==> config.mk <==
export PLATFORM = sky130hd
export DESIGN_NAME = coilsat_monitor
export DESIGN_NICKNAME = d
export VERILOG_FILES = /design/src/rtl/coilsat_pkg.sv /design/src/rtl/coilsat_coil_mon.sv /design/src/rtl/coilsat_cp_gate.sv /design/src/rtl/coilsat_err_merge.sv /design/src/rtl/coilsat_monitor.sv
export SDC_FILE = /design/constraint.sdc
export NUM_CORES = 1
export LEC_CHECK = 0
export ABC_AREA = 1
export BUFFER_PORTS_ARGS = -buffer_cell sky130_fd_sc_hd__buf_4
export CORE_MARGIN = 5
export CORE_UTILIZATION = 46
export CTS_CLUSTER_DIAMETER = 150
export CTS_CLUSTER_SIZE = 25
export DETAILED_ROUTE_END_ITERATION = 12
export PLACE_DENSITY = 0.71
export SLEW_MARGIN = 30
export SYNTH_ARGS = -nofsm -noshare
export SYNTH_HDL_FRONTEND = slang
export SYNTH_SLANG_ARGS = --single-unit
==> constraint.sdc <==
create_clock -name clk -period 2 [get_ports clk]
set_input_delay 0.2 -clock clk [delete_from_list [all_inputs] [get_ports clk]]
set_output_delay 0.2 -clock clk [all_outputs]
set_load 0.01 [all_outputs]
==> src/rtl/coilsat_pkg.sv <==
// Package: shared constants and types for the coil saturation monitor.
// Assumes exactly two coils (X at index 0, Y at index 1).
package coilsat_pkg;

    localparam int NUM_COILS = 2;

    // Latched per-coil outcome of the saturation monitor.
    typedef struct packed {
        logic flag;   // open / current-not-reached latched
        logic hiz;    // driver high-impedance request
    } coil_status_t;

endpackage

==> src/rtl/coilsat_coil_mon.sv <==
// Module: per-coil saturation timer and fault latch.
// Counts clock cycles through a local prescaler while the latest PWM period
// report of the coil was full duty. When the count passes TIMEOUT_TICKS
// prescaled ticks, it latches the flag and, in open-coil mode, the
// high-impedance request.
// Assumes period_full is only meaningful when period_done is 1.
module coilsat_coil_mon
    import coilsat_pkg::*;
#(
    parameter int CLK_PER_TICK  = 200000,
    parameter int TIMEOUT_TICKS = 200
) (
    input  logic         clk,
    input  logic         rst_n,
    input  logic         hard_clr,
    input  logic         period_done,
    input  logic         period_full,
    input  logic         hiz_mode,
    input  logic         rd_stb,
    output coil_status_t status
);

    localparam int PRE_W  = $clog2(CLK_PER_TICK + 1);
    localparam int TICK_W = $clog2(TIMEOUT_TICKS + 1);
    localparam logic [PRE_W-1:0]  PRE_LAST  = PRE_W'(CLK_PER_TICK - 1);
    localparam logic [TICK_W-1:0] TICK_LAST = TICK_W'(TIMEOUT_TICKS);

    logic              run_q;
    logic [PRE_W-1:0]  pre_q;
    logic [TICK_W-1:0] tick_q;
    coil_status_t      stat_q;

    logic tick_now;
    logic expire;
    logic restart;
    logic start;

    assign restart  = period_done && !period_full;
    assign start    = period_done && period_full;
    assign tick_now = run_q && (pre_q == PRE_LAST);
    assign expire   = tick_now && (tick_q == TICK_LAST);

    // Track whether the latest period report of this coil was full duty.
    always_ff @(posedge clk) begin
        if (!rst_n || hard_clr) begin
            run_q <= 1'b0;
        end else if (restart) begin
            run_q <= 1'b0;
        end else if (start) begin
            run_q <= 1'b1;
        end
    end

    // Prescaler and tick counter; held at zero whenever saturation is not running.
    always_ff @(posedge clk) begin
        if (!rst_n || hard_clr || restart || !run_q) begin
            pre_q  <= '0;
            tick_q <= '0;
        end else if (tick_now) begin
            pre_q <= '0;
            if (!expire) begin
                tick_q <= tick_q + 1'b1;
            end
        end else begin
            pre_q <= pre_q + 1'b1;
        end
    end

    // Latch the fault on expiry; clear on read once saturation has ended.
    always_ff @(posedge clk) begin
        if (!rst_n || hard_clr) begin
            stat_q <= '0;
        end else if (expire) begin
            stat_q.flag <= 1'b1;
            stat_q.hiz  <= stat_q.hiz | hiz_mode;
        end else if (rd_stb && !run_q) begin
            stat_q <= '0;
        end
    end

    assign status = stat_q;

endmodule

==> src/rtl/coilsat_cp_gate.sv <==
// Module: charge-pump fault qualifier.
// Reports a fault from power-on reset until CP_START_CYC clock edges have
// passed with reset released, and whenever the raw undervoltage input is
// high. Only rst_n restarts the interval; the pump keeps running through a
// hard clear.
module coilsat_cp_gate #(
    parameter int CP_START_CYC = 1000000
) (
    input  logic clk,
    input  logic rst_n,
    input  logic cp_low,
    output logic cp_fail
);

    localparam int CNT_W = $clog2(CP_START_CYC + 1);
    localparam logic [CNT_W-1:0] CNT_DONE = CNT_W'(CP_START_CYC);

    logic [CNT_W-1:0] cnt_q;
    logic             pending;

    assign pending = (cnt_q != CNT_DONE);

    // Count the startup interval once after reset release, then hold.
    always_ff @(posedge clk) begin
        if (!rst_n) begin
            cnt_q <= '0;
        end else if (pending) begin
            cnt_q <= cnt_q + 1'b1;
        end
    end

    assign cp_fail = pending || cp_low;

endmodule

==> src/rtl/coilsat_err_merge.sv <==
// Module: active-low error output combiner.
// Assumes all inputs are already synchronous to clk; purely combinational.
module coilsat_err_merge
    import coilsat_pkg::*;
#(
    parameter int N_OVC = 8
) (
    input  logic                 therm_warn,
    input  logic                 therm_shut,
    input  logic [N_OVC-1:0]     ovc_flags,
    input  logic [NUM_COILS-1:0] coil_flag,
    input  logic                 cp_fail,
    output logic                 err_n
);

    logic any_fault;

    // Any single fault source pulls the error output low.
    always_comb begin
        any_fault = therm_warn | therm_shut | cp_fail;
        any_fault = any_fault | (|ovc_flags) | (|coil_flag);
        err_n     = ~any_fault;
    end

endmodule

==> src/rtl/coilsat_monitor.sv <==
// Module: top of the coil saturation fault detector.
// Instantiates one saturation monitor per coil, the charge-pump qualifier
// and the error combiner. Assumes all inputs are synchronous to clk.
module coilsat_monitor
    import coilsat_pkg::*;
#(
    parameter int CLK_PER_TICK  = 200000,
    parameter int TIMEOUT_TICKS = 200,
    parameter int CP_START_CYC  = 1000000,
    parameter int N_OVC         = 8
) (
    input  logic             clk,
    input  logic             rst_n,
    input  logic             hard_clr,
    input  logic [1:0]       period_done,
    input  logic [1:0]       period_full,
    input  logic             hiz_mode,
    input  logic             rd_stb,
    input  logic             therm_warn,
    input  logic             therm_shut,
    input  logic [N_OVC-1:0] ovc_flags,
    input  logic             cp_low,
    output logic [1:0]       coil_flag,
    output logic [1:0]       drv_hiz,
    output logic             cp_fail,
    output logic             err_n
);

    coil_status_t coil_st [NUM_COILS];

    // One independent saturation monitor per coil.
    for (genvar c = 0; c < NUM_COILS; c++) begin : g_coil
        coilsat_coil_mon #(
            .CLK_PER_TICK (CLK_PER_TICK),
            .TIMEOUT_TICKS(TIMEOUT_TICKS)
        ) u_mon (
            .clk        (clk),
            .rst_n      (rst_n),
            .hard_clr   (hard_clr),
            .period_done(period_done[c]),
            .period_full(period_full[c]),
            .hiz_mode   (hiz_mode),
            .rd_stb     (rd_stb),
            .status     (coil_st[c])
        );
        assign coil_flag[c] = coil_st[c].flag;
        assign drv_hiz[c]   = coil_st[c].hiz;
    end

    coilsat_cp_gate #(
        .CP_START_CYC(CP_START_CYC)
    ) u_cp (
        .clk    (clk),
        .rst_n  (rst_n),
        .cp_low (cp_low),
        .cp_fail(cp_fail)
    );

    coilsat_err_merge #(
        .N_OVC(N_OVC)
    ) u_err (
        .therm_warn(therm_warn),
        .therm_shut(therm_shut),
        .ovc_flags (ovc_flags),
        .coil_flag (coil_flag),
        .cp_fail   (cp_fail),
        .err_n     (err_n)
    );

endmodule

==> results of run 1 <==
per-layer routing:
layer	routed length (µm)	share of wire	up-vias
li1	-	-	2083
met1	4190	0.46	1814
met2	4410	0.48	83
met3	389	0.043	15
met4	156	0.017	0
met5	0	0	-
cells by family (layout without fill, tap and decap cells):
logic type / Yosys count / count (layout) / share of synthesized area
AND/OR/NAND/NOR: 381 / 381 / 0.425
buffers and inverters: 95 / 138 / 0.0867
flip-flops: 78 / 78 / 0.362
AO/OA/AOI/OAI: 56 / 56 / 0.0722
XOR/XNOR: 15 / 15 / 0.0305
adder cells (fa/ha/maj): 8 / 8 / 0.0232
tightest hold or removal path, cell delays in order:
cell,delay (ns)
buf_4,0.08
inv_1,0.04
a21oi_1,0.13
per-stage QoR:
step           power (mW)  worst slack, ns  cells  cell area (µm²)
3_5_place_dp         1.70            0.284    765             4620
3_3_place_gp         1.70            0.350    765             4620
6_report             2.88           0.0849    787             4890
5_1_grt              2.98          -0.0483    787             4890
4_1_cts              2.89           0.0376    781             4820
2_1_floorplan        1.65            0.494    633             4310
layout make-up:
class	instances	area [µm²]	area share
Inverter	90	340	0.0696
Clock buffer	9	124	0.0253
Timing Repair Buffer	32	256	0.0524
Tap cell	111	139	0.0284
Sequential cell	78	1570	0.321
Multi-Input combinational cell	460	2390	0.489
Clock inverter	7	72.6	0.0148
path summary, 6_finish.rpt:
kind	start	to	slack (ns)	cells after the start
max reg2reg	g_coil[1].u_mon.pre_q[0]$_SDFF_PP0_	g_coil[1].u_mon.pre_q[8]$_SDFF_PP0_	0.21	7
max	u_cp.cnt_q[9]$_SDFFE_PN0P_	cp_fail	0.08	9
min	period_done[1]	g_coil[1].u_mon.run_q$_SDFFE_PP0P_	0.14	3
min reg2reg	g_coil[0].u_mon.pre_q[0]$_SDFF_PP0_	g_coil[0].u_mon.pre_q[0]$_SDFF_PP0_	0.45	1
timing repair:
item,CTS,global route
pin swaps,0,6
cloned,0,0
resized for setup,3,11
hold buffers,0,0
endpoints found under the setup margin,2,2
setup buffers,0,6
registers in the layout, indices dropped and copies added (netlist names):
signal	cells
u_cp.cnt_q	20
g_coil.u_mon.pre_q	36
g_coil.u_mon.run_q	2
g_coil.u_mon.status	4
g_coil.u_mon.tick_q	16
power by group through the flow:
stage,Sequential [mW],Clock (mW),Combinational [mW]
after floorplan,1.60,0,0.0510
after global placement,1.60,0,0.0937
after detailed placement,1.60,0,0.0960
after CTS,1.57,1.23,0.0967
after global routing,1.57,1.30,0.119
final,1.57,1.20,0.107
layout by cell type, fill, tap and decap left out, types with 3 or more instances in the layout:
cell / count
nand3_2: 5
nor2_2: 10
nor2_8: 3
nand4_1: 20
ha_1: 7
nor3_2: 4
inv_2: 6
a21oi_1: 32
nor2_4: 3
inv_1: 83
nor3_1: 22
xnor2_1: 6
dfxtp_1: 75
nand2_1: 139
nand3_1: 35
or2_1: 3
nand3b_1: 6
o21ai_0: 17
nor2_1: 108
buf_4: 30
nand2_2: 11
clkbuf_8: 9
xor2_1: 9
==> impl_metrics.tcl, run 1 <==
set metrics [dict create \
    drive_gt1_frac 0.158 \
    synth_area_um2 4310 \
    grt_util_met2 0.286 \
    combPwrFrac 0.037 \
    path_class "flop to output port" \
    die_h_um 107 \
    cts_num_sinks 78 \
    synth_area_leaders "dfxtp_1, nand2_1, nor2_1" \
    cts_buffers 9 \
    status "completed" \
    grt_pass1_vias 3709 \
    path_clk_slew_ns 0.09 \
    drt_iter0_drc 172 \
    p_clk_frac 0.418 \
    area_growth_pct 13.4 \
    die-width_um 107 \
    grt_pass1_wl_mm 15.9 \
    p_leak_nw 1.86 \
    path_buf_inv 3 \
    critPathMaxStageDelay_ns 0.35 \
    syn_area_per_cell_um2 6.81 \
    grt.total_usage 0.168 \
    synth_cell_type_count 37 \
    maxCapViolCount 0 \
    place.detailed.hpwl_mm 6.96 \
    yosysTopAreaCell "dfxtp_1" \
    start_util 0.469 \
    use_met3 0.0301 \
    setup_viol 0 \
    power_density_nw_per_um2 589 \
    fin_worst_skew_ns 0.0165 \
    p_sw_mw 0.688 \
    ys_seq_elements 78 \
    worstPathRequired_ns 1.80 \
    tns_ns 0 \
    finalCriticalPeriod_ns 1.92 \
    fp.dieArea_um2 11400 \
    antenna_cells 0 \
    final_core_util 0.532 \
    ys_warn_count 0 \
    fillers 882 \
    coreArea_um2 9200 \
    seqPwrFrac 0.544 \
    final_antenna_net_count 0 \
    yosys-top-cells-count "nand2_1, nor2_1, inv_1, dfxtp_1, nand3_1" \
    critPathLaunchType "flop" \
    worst_pin_slew_ns 0.436 \
    p_int_mw 2.19 \
    slew_headroom 0.709 \
    clockBufferDepth 2 \
    switching_share 0.239 \
    hold_class "input port to flop" \
    slew_viol_final 0 \
    portBuffers 25 \
    use_met1 0.210 \
    seq_area_frac_synth 0.362 \
    syn-num-nets 661 \
    via_count 3995 \
    ir_drop_v 0.000341 \
    drc 0 \
    worstPathCellList "inv_2 -> nor2_1 -> nand3_1 -> nor2_2 -> nand2_1 -> nor2_2 -> inv_2 -> or2_1 -> buf_6" \
    finalCritPeriodShare 0.958 \
    cts_root_buffer "clkbuf_8" \
    timing.fmax_mhz 522 \
    worst_path_max_delay_cell "dfxtp_2" \
    antenna_found_initial 0 \
    rows 35 \
    drt-total-wl_mm 9.15 \
    netlist.area_leader.share 0.362 \
    grt_max_degree 18 \
    cp_top_family "simple AND/OR/NAND/NOR gates" \
    io_pins 26 \
    viasPerCell 5.08 \
    first_pass_iters 5 \
    cts_tree "yes" \
    nets 699 \
    yosys.cell_count.top_type "nand2_1" \
    holdWs_ns 0.142 \
    syn_inst 633 \
    clk_latency_ns 0.36 \
    synthFlopType "dfxtp_1" \
    routabilityCongestion 0.901 \
    rsz0062_at_grt "true" \
    busiest_layer "met2" \
    synth_enable_flop_cells 0 \
    arrival_ns 1.72 \
    h-tree-depth 3 \
    wire_per_inst_um 11.6 \
    synthArstFlopShare 0 \
    final_hold_viol_count 0 \
    grt.overflow.total 0 \
    end_kind "output port" \
    crit_fanout 4 \
]
(Power assumes the default switching activity.)
==> inputs of run 2 (changes only) <==
- CTS_BUF_LIST: default -> sky130_fd_sc_hd__clkbuf_4 sky130_fd_sc_hd__clkbuf_8
- PLACE_DENSITY: 0.71 -> 0.65
==> run 2 against run 1 <==
  * First-iteration DRC count shrank 9.3%
  * Global-route usage shrank 0.38 points
  * Critical path depth is the same
  * Sequential cell count is the same
  * Setup slack gained 0.024 ns
  * Sequential share of layout area grew 0.084 points
  * Wire length shrank 2.1%
  * Clock skew shrank 0.0084 ns
  * Combinational power shrank 7%
  * Register-to-register slack gained 0.12 ns
  * Sequential power is essentially flat
==> impl_metrics.tcl, run 2 (synthesized netlist as in run 1, its figures left out) <==
set metrics [dict create \
    final_common_cell "nand2_1" \
    end_kind "output port" \
    fp.dieArea_um2 11400 \
    slew_headroom 0.713 \
    timing.fmax_mhz 529 \
    dr_wl_met3_um 285 \
    cp.depth 9 \
    wl_met2_mm 4.17 \
    critPathMaxStageDelay_ns 0.35 \
    crit_fanout 4 \
    path_class "flop to output port" \
    p_leak_nw 1.85 \
    io_pins 26 \
    cts_hold_buffers 0 \
    grt_max_degree 18 \
    grt_pass1_wl_mm 15.5 \
    antenna_cells 0 \
    drt_iter0_drc 156 \
    final_antenna_net_count 0 \
    portBuffers 25 \
    wire_per_inst_um 11.4 \
    start_util 0.469 \
    via_count 3869 \
    max_flop_register "g_coil.u_mon.pre_q" \
    die-width_um 107 \
    h-tree-depth 3 \
    finalCritPeriodShare 0.946 \
    cts_buffers 9 \
    finalCriticalPeriod_ns 1.89 \
    clk_latency_ns 0.35 \
    slew_viol_final 0 \
    die_h_um 107 \
    drive_gt1_frac 0.153 \
    cts_tree "yes" \
    first_pass_iters 4 \
    coreArea_um2 9200 \
    area_growth_pct 13.3 \
    ir_drop_v 0.000345 \
    grt.total_usage 0.164 \
    antenna_found_initial 0 \
    hold_class "input port to flop" \
    cp_top_family "simple AND/OR/NAND/NOR gates" \
    arrival_ns 1.69 \
    post-route-cell-area_um2 4890 \
    cts_num_sinks 78 \
    maxCapViolCount 0 \
    viasPerCell 4.93 \
    worstPathCellList "inv_2 -> ha_1 -> inv_1 -> nor2_1 -> nand2_1 -> nor2_2 -> inv_2 -> or2_1 -> buf_4" \
    power_mw 3.01 \
    status "completed" \
    drc 0 \
    drt-total-wl_mm 8.96 \
    largest_reg_flops 36 \
    r2r_cells 7 \
    final_hold_viol_count 0 \
    top_regs "g_coil.u_mon.pre_q x36, u_cp.cnt_q x20, g_coil.u_mon.tick_q x16" \
    wl_met1_mm 4.41 \
    fin_worst_skew_ns 0.00816 \
    clockBufferDepth 2 \
    whs_path_depth 3 \
    cts_root_buffer "clkbuf_8" \
    path_clk_slew_ns 0.09 \
    routabilityCongestion 0.847 \
    setup_viol 0 \
    rsz0062_at_grt "true" \
    power_density_nw_per_um2 616 \
    worst_path_max_delay_cell "dfxtp_1" \
    grt.overflow.total 0 \
    grt_pass1_vias 3657 \
    worst_pin_slew_ns 0.429 \
    rows 35 \
    worstPathRequired_ns 1.80 \
    critPathMostFrequentCell "inv_2" \
    place.detailed.hpwl_mm 6.95 \
    nets 696 \
    path_buf_inv 4 \
    topRoutingLayerUsed "met4" \
    post_dp_cell_area_um2 4630 \
    final_cell_mix "nand2_1, nor2_1, inv_1" \
    critPathLaunchType "flop" \
]
-- run 2: worst paths after layout --
path,start,to,slack [ns]
worst max-delay path,u_cp.cnt_q[1]$_SDFFE_PN0P_,cp_fail,0.11
worst min-delay path,rst_n,u_cp.cnt_q[13]$_SDFFE_PN0P_,0.14
worst max register to register,g_coil[1].u_mon.pre_q[1]$_SDFF_PP0_,g_coil[1].u_mon.pre_q[8]$_SDFF_PP0_,0.33
worst min register to register,g_coil[0].u_mon.pre_q[0]$_SDFF_PP0_,g_coil[0].u_mon.pre_q[0]$_SDFF_PP0_,0.45
-- run 2: per-layer routing --
metal / vias up / global-route usage
met4: 0 / 0.0521
met1: 1723 / 0.207
li1: 2085 / -
met2: 54 / 0.284
met3: 7 / 0.0271
met5: - / 0
-- run 2: cell type report --
cell class	instances	area, µm²
clock buffer	10	138
clock inverter	6	92.6
fill	928	4310
inverter	90	340
multi-input combinational	460	2390
sequential	78	1570
tap	111	139
timing repair buffer	29	218
-- run 2: worst reg2reg max path: stages, from the launching register on --
cell	delay [ns]
dfxtp_1	0.36
ha_1	0.21
nand3_2	0.17
inv_1	0.11
nand2_1	0.13
o21ai_4	0.30
buf_4	0.23
nor2_1	0.05
-- run 2: timing repair --
item                       CTS  global route
gates cloned                 0             0
resized for setup            2            10
setup endpoints to repair    1             2
setup buffers                0             1
pin swaps                    0             2
-- run 2: where the power goes --
group          total (mW)  switching (mW)  internal [mW]
Sequential           1.57         0.00792           1.56
Clock                1.34           0.599          0.745
Combinational       0.100          0.0551         0.0451
Total                3.01           0.662           2.35
-- run 2: per-stage QoR --
step / setup WS [ns] / instances / hold slack, ns / utilization / TNS, ns
final: 0.109 / 784 / 0.144 / 0.531 / 0
after detailed placement: 0.345 / 767 / 0.440 / 0.503 / 0
after global routing: -0.0120 / 784 / 0.147 / 0.531 / -0.0233
after floorplan: 0.494 / 633 / 0.338 / - / 0
after CTS: 0.0109 / 783 / 0.134 / 0.528 / 0
after global placement: 0.387 / 767 / 0.426 / 0.503 / 0
==> inputs of run 3 (changes only) <==
- SETUP_SLACK_MARGIN: default -> 0.15
==> run 3 against run 2 <==
  * Sequential power about the same
  * Largest cell class unchanged
  * Critical path depth down 2
  * Sequential cell count unchanged
  * Cell count up 1.0%
  * Power up 0.20%
  * Core utilization up 0.98 points
  * Die area unchanged
  * First-iteration DRC count up 21%
  * Non-clock buffer count up 8
  * Global-route usage up 0.25 points
  * Clock power about the same
==> impl_metrics.tcl, run 3 (synthesized netlist as in run 1, its figures left out) <==
set metrics [dict create \
    finalCriticalPeriod_ns 1.84 \
    rsz0062_at_grt "true" \
    drc 0 \
    p_leak_nw 1.90 \
    fin_worst_skew_ns 0.00862 \
    start_util 0.469 \
    drt-total-wl_mm 9.11 \
    final_antenna_net_count 0 \
    critPathMostFrequentCell "or2_1" \
    final_common_cell "nand2_1" \
    routabilityCongestion 0.847 \
    timing.fmax_mhz 545 \
    setup_viol 0 \
    startpoint "u_cp.cnt_q[3]$_SDFFE_PN0P_" \
    die_h_um 107 \
    clockBufferDepth 2 \
    grt_pass1_wl_mm 15.8 \
    portBuffers 25 \
    max_flop_register "g_coil.u_mon.pre_q" \
    cts_tree "yes" \
    grt_max_degree 18 \
    fp.dieArea_um2 11400 \
    finalCritPeriodShare 0.918 \
    die-width_um 107 \
    area_growth_pct 15.4 \
    worstReg2RegStart "g_coil[1].u_mon.pre_q[1]$_SDFF_PP0_" \
    critPathLaunchType "flop" \
    dp.cells 767 \
    seqPwrFrac 0.518 \
    cts_num_sinks 78 \
    via_count 3887 \
    power_density_nw_per_um2 606 \
    wire_per_inst_um 11.5 \
    cts_buffers 9 \
    switching_share 0.220 \
    arrival_ns 1.64 \
    viasPerCell 4.91 \
    critPathMaxStageDelay_ns 0.36 \
    setup_slack_ns 0.165 \
    combPwrFrac 0.036 \
    io_pins 26 \
    worstHoldStart "period_done[0]" \
    path_clk_slew_ns 0.08 \
    p_clk_frac 0.445 \
    top_regs "g_coil.u_mon.pre_q x36, u_cp.cnt_q x20, g_coil.u_mon.tick_q x16" \
    nets 704 \
    final_cell_mix "nand2_1, nor2_1, inv_1" \
    p_sw_mw 0.664 \
    drive_gt1_frac 0.172 \
    clk_latency_ns 0.34 \
    power_mw 3.02 \
    maxCapViolCount 0 \
    fillers 905 \
    place.detailed.hpwl_mm 6.95 \
    cts_hold_buffers 0 \
    h-tree-depth 3 \
    final_core_util 0.541 \
    post-route-cell-area_um2 4980 \
    largest_reg_flops 36 \
    hold_class "input port to flop" \
    ir_drop_v 0.000345 \
    status "completed" \
    final_hold_viol_count 0 \
    holdWs_ns 0.150 \
    worst_path_max_delay_cell "dfxtp_1" \
    post_dp_cell_area_um2 4630 \
    slew_headroom 0.714 \
    grt.total_usage 0.166 \
    cts_root_buffer "clkbuf_8" \
    grt_pass1_vias 3732 \
    crit_fanout 5 \
    layoutNonFillerInstCount 792 \
    first_pass_iters 5 \
    end_kind "output port" \
    grt.overflow.total 0 \
    antenna_found_initial 0 \
    path_class "flop to output port" \
    rows 35 \
    coreArea_um2 9200 \
    p_int_mw 2.35 \
    tns_ns 0 \
    worstPathCellList "or2_1 -> nor2_1 -> nand2b_1 -> nor2_2 -> inv_2 -> or2_1 -> buf_6" \
    slew_viol_final 0 \
    post-place-ws_ns 0.345 \
    worstPathRequired_ns 1.80 \
    drt_iter0_drc 189 \
    worst_pin_slew_ns 0.428 \
    antenna_cells 0 \
]
run 3: changes by cell type in the layout (fill, tap and decap cells not counted), moves of 2 or more:
cell     previous run  this run
inv_2               4         6
inv_1              85        83
dfxtp_1            73        71
buf_4              29        36
run 3: final timing paths:
kind	end	slack, ns	depth (start not counted)
setup reg to reg	g_coil[1].u_mon.pre_q[8]$_SDFF_PP0_	0.33	7
setup / recovery	cp_fail	0.16	7
hold / removal	g_coil[0].u_mon.run_q$_SDFFE_PP0P_	0.15	3
hold reg to reg	g_coil[0].u_mon.pre_q[0]$_SDFF_PP0_	0.45	1
run 3: repair_timing:
item / CTS / global route
buffers inserted: 7 / 2
setup endpoints to repair: 2 / 2
resized for setup: 17 / 5
pin swaps: 6 / 5
run 3: power by group through the flow:
| stage | Combinational [mW] | Clock [mW] | Sequential [mW] |
|---|---|---|---|
| 3_3_place_gp | 0.0956 | 0 | 1.60 |
| 3_5_place_dp | 0.0973 | 0 | 1.60 |
| 6_report | 0.109 | 1.34 | 1.56 |
| 5_1_grt | 0.121 | 1.45 | 1.57 |
| 2_1_floorplan | 0.0510 | 0 | 1.60 |
| 4_1_cts | 0.110 | 1.38 | 1.56 |
run 3: layer usage:
metal	GRT usage	vias up	routed length, µm
li1	-	2098	-
met4	0.0521	0	101
met5	0	-	0
met1	0.210	1719	4390
met3	0.0271	8	348
met2	0.290	62	4260
run 3: cell type report:
type	count	area [µm²]	share of cell area
Inverter	90	340	0.0684
Clock inverter	6	92.6	0.0186
Tap cell	111	139	0.0279
Clock buffer	10	138	0.0277
Multi-Input combinational cell	460	2410	0.484
Timing Repair Buffer	37	282	0.0566
Sequential cell	78	1580	0.317
run 3: critical path: cells and delay by family (launching register included):
family                 cells  cell delay, ns
AND/OR/NAND/NOR            5            0.77
buffers and inverters      2            0.17
flip-flops                 1            0.36
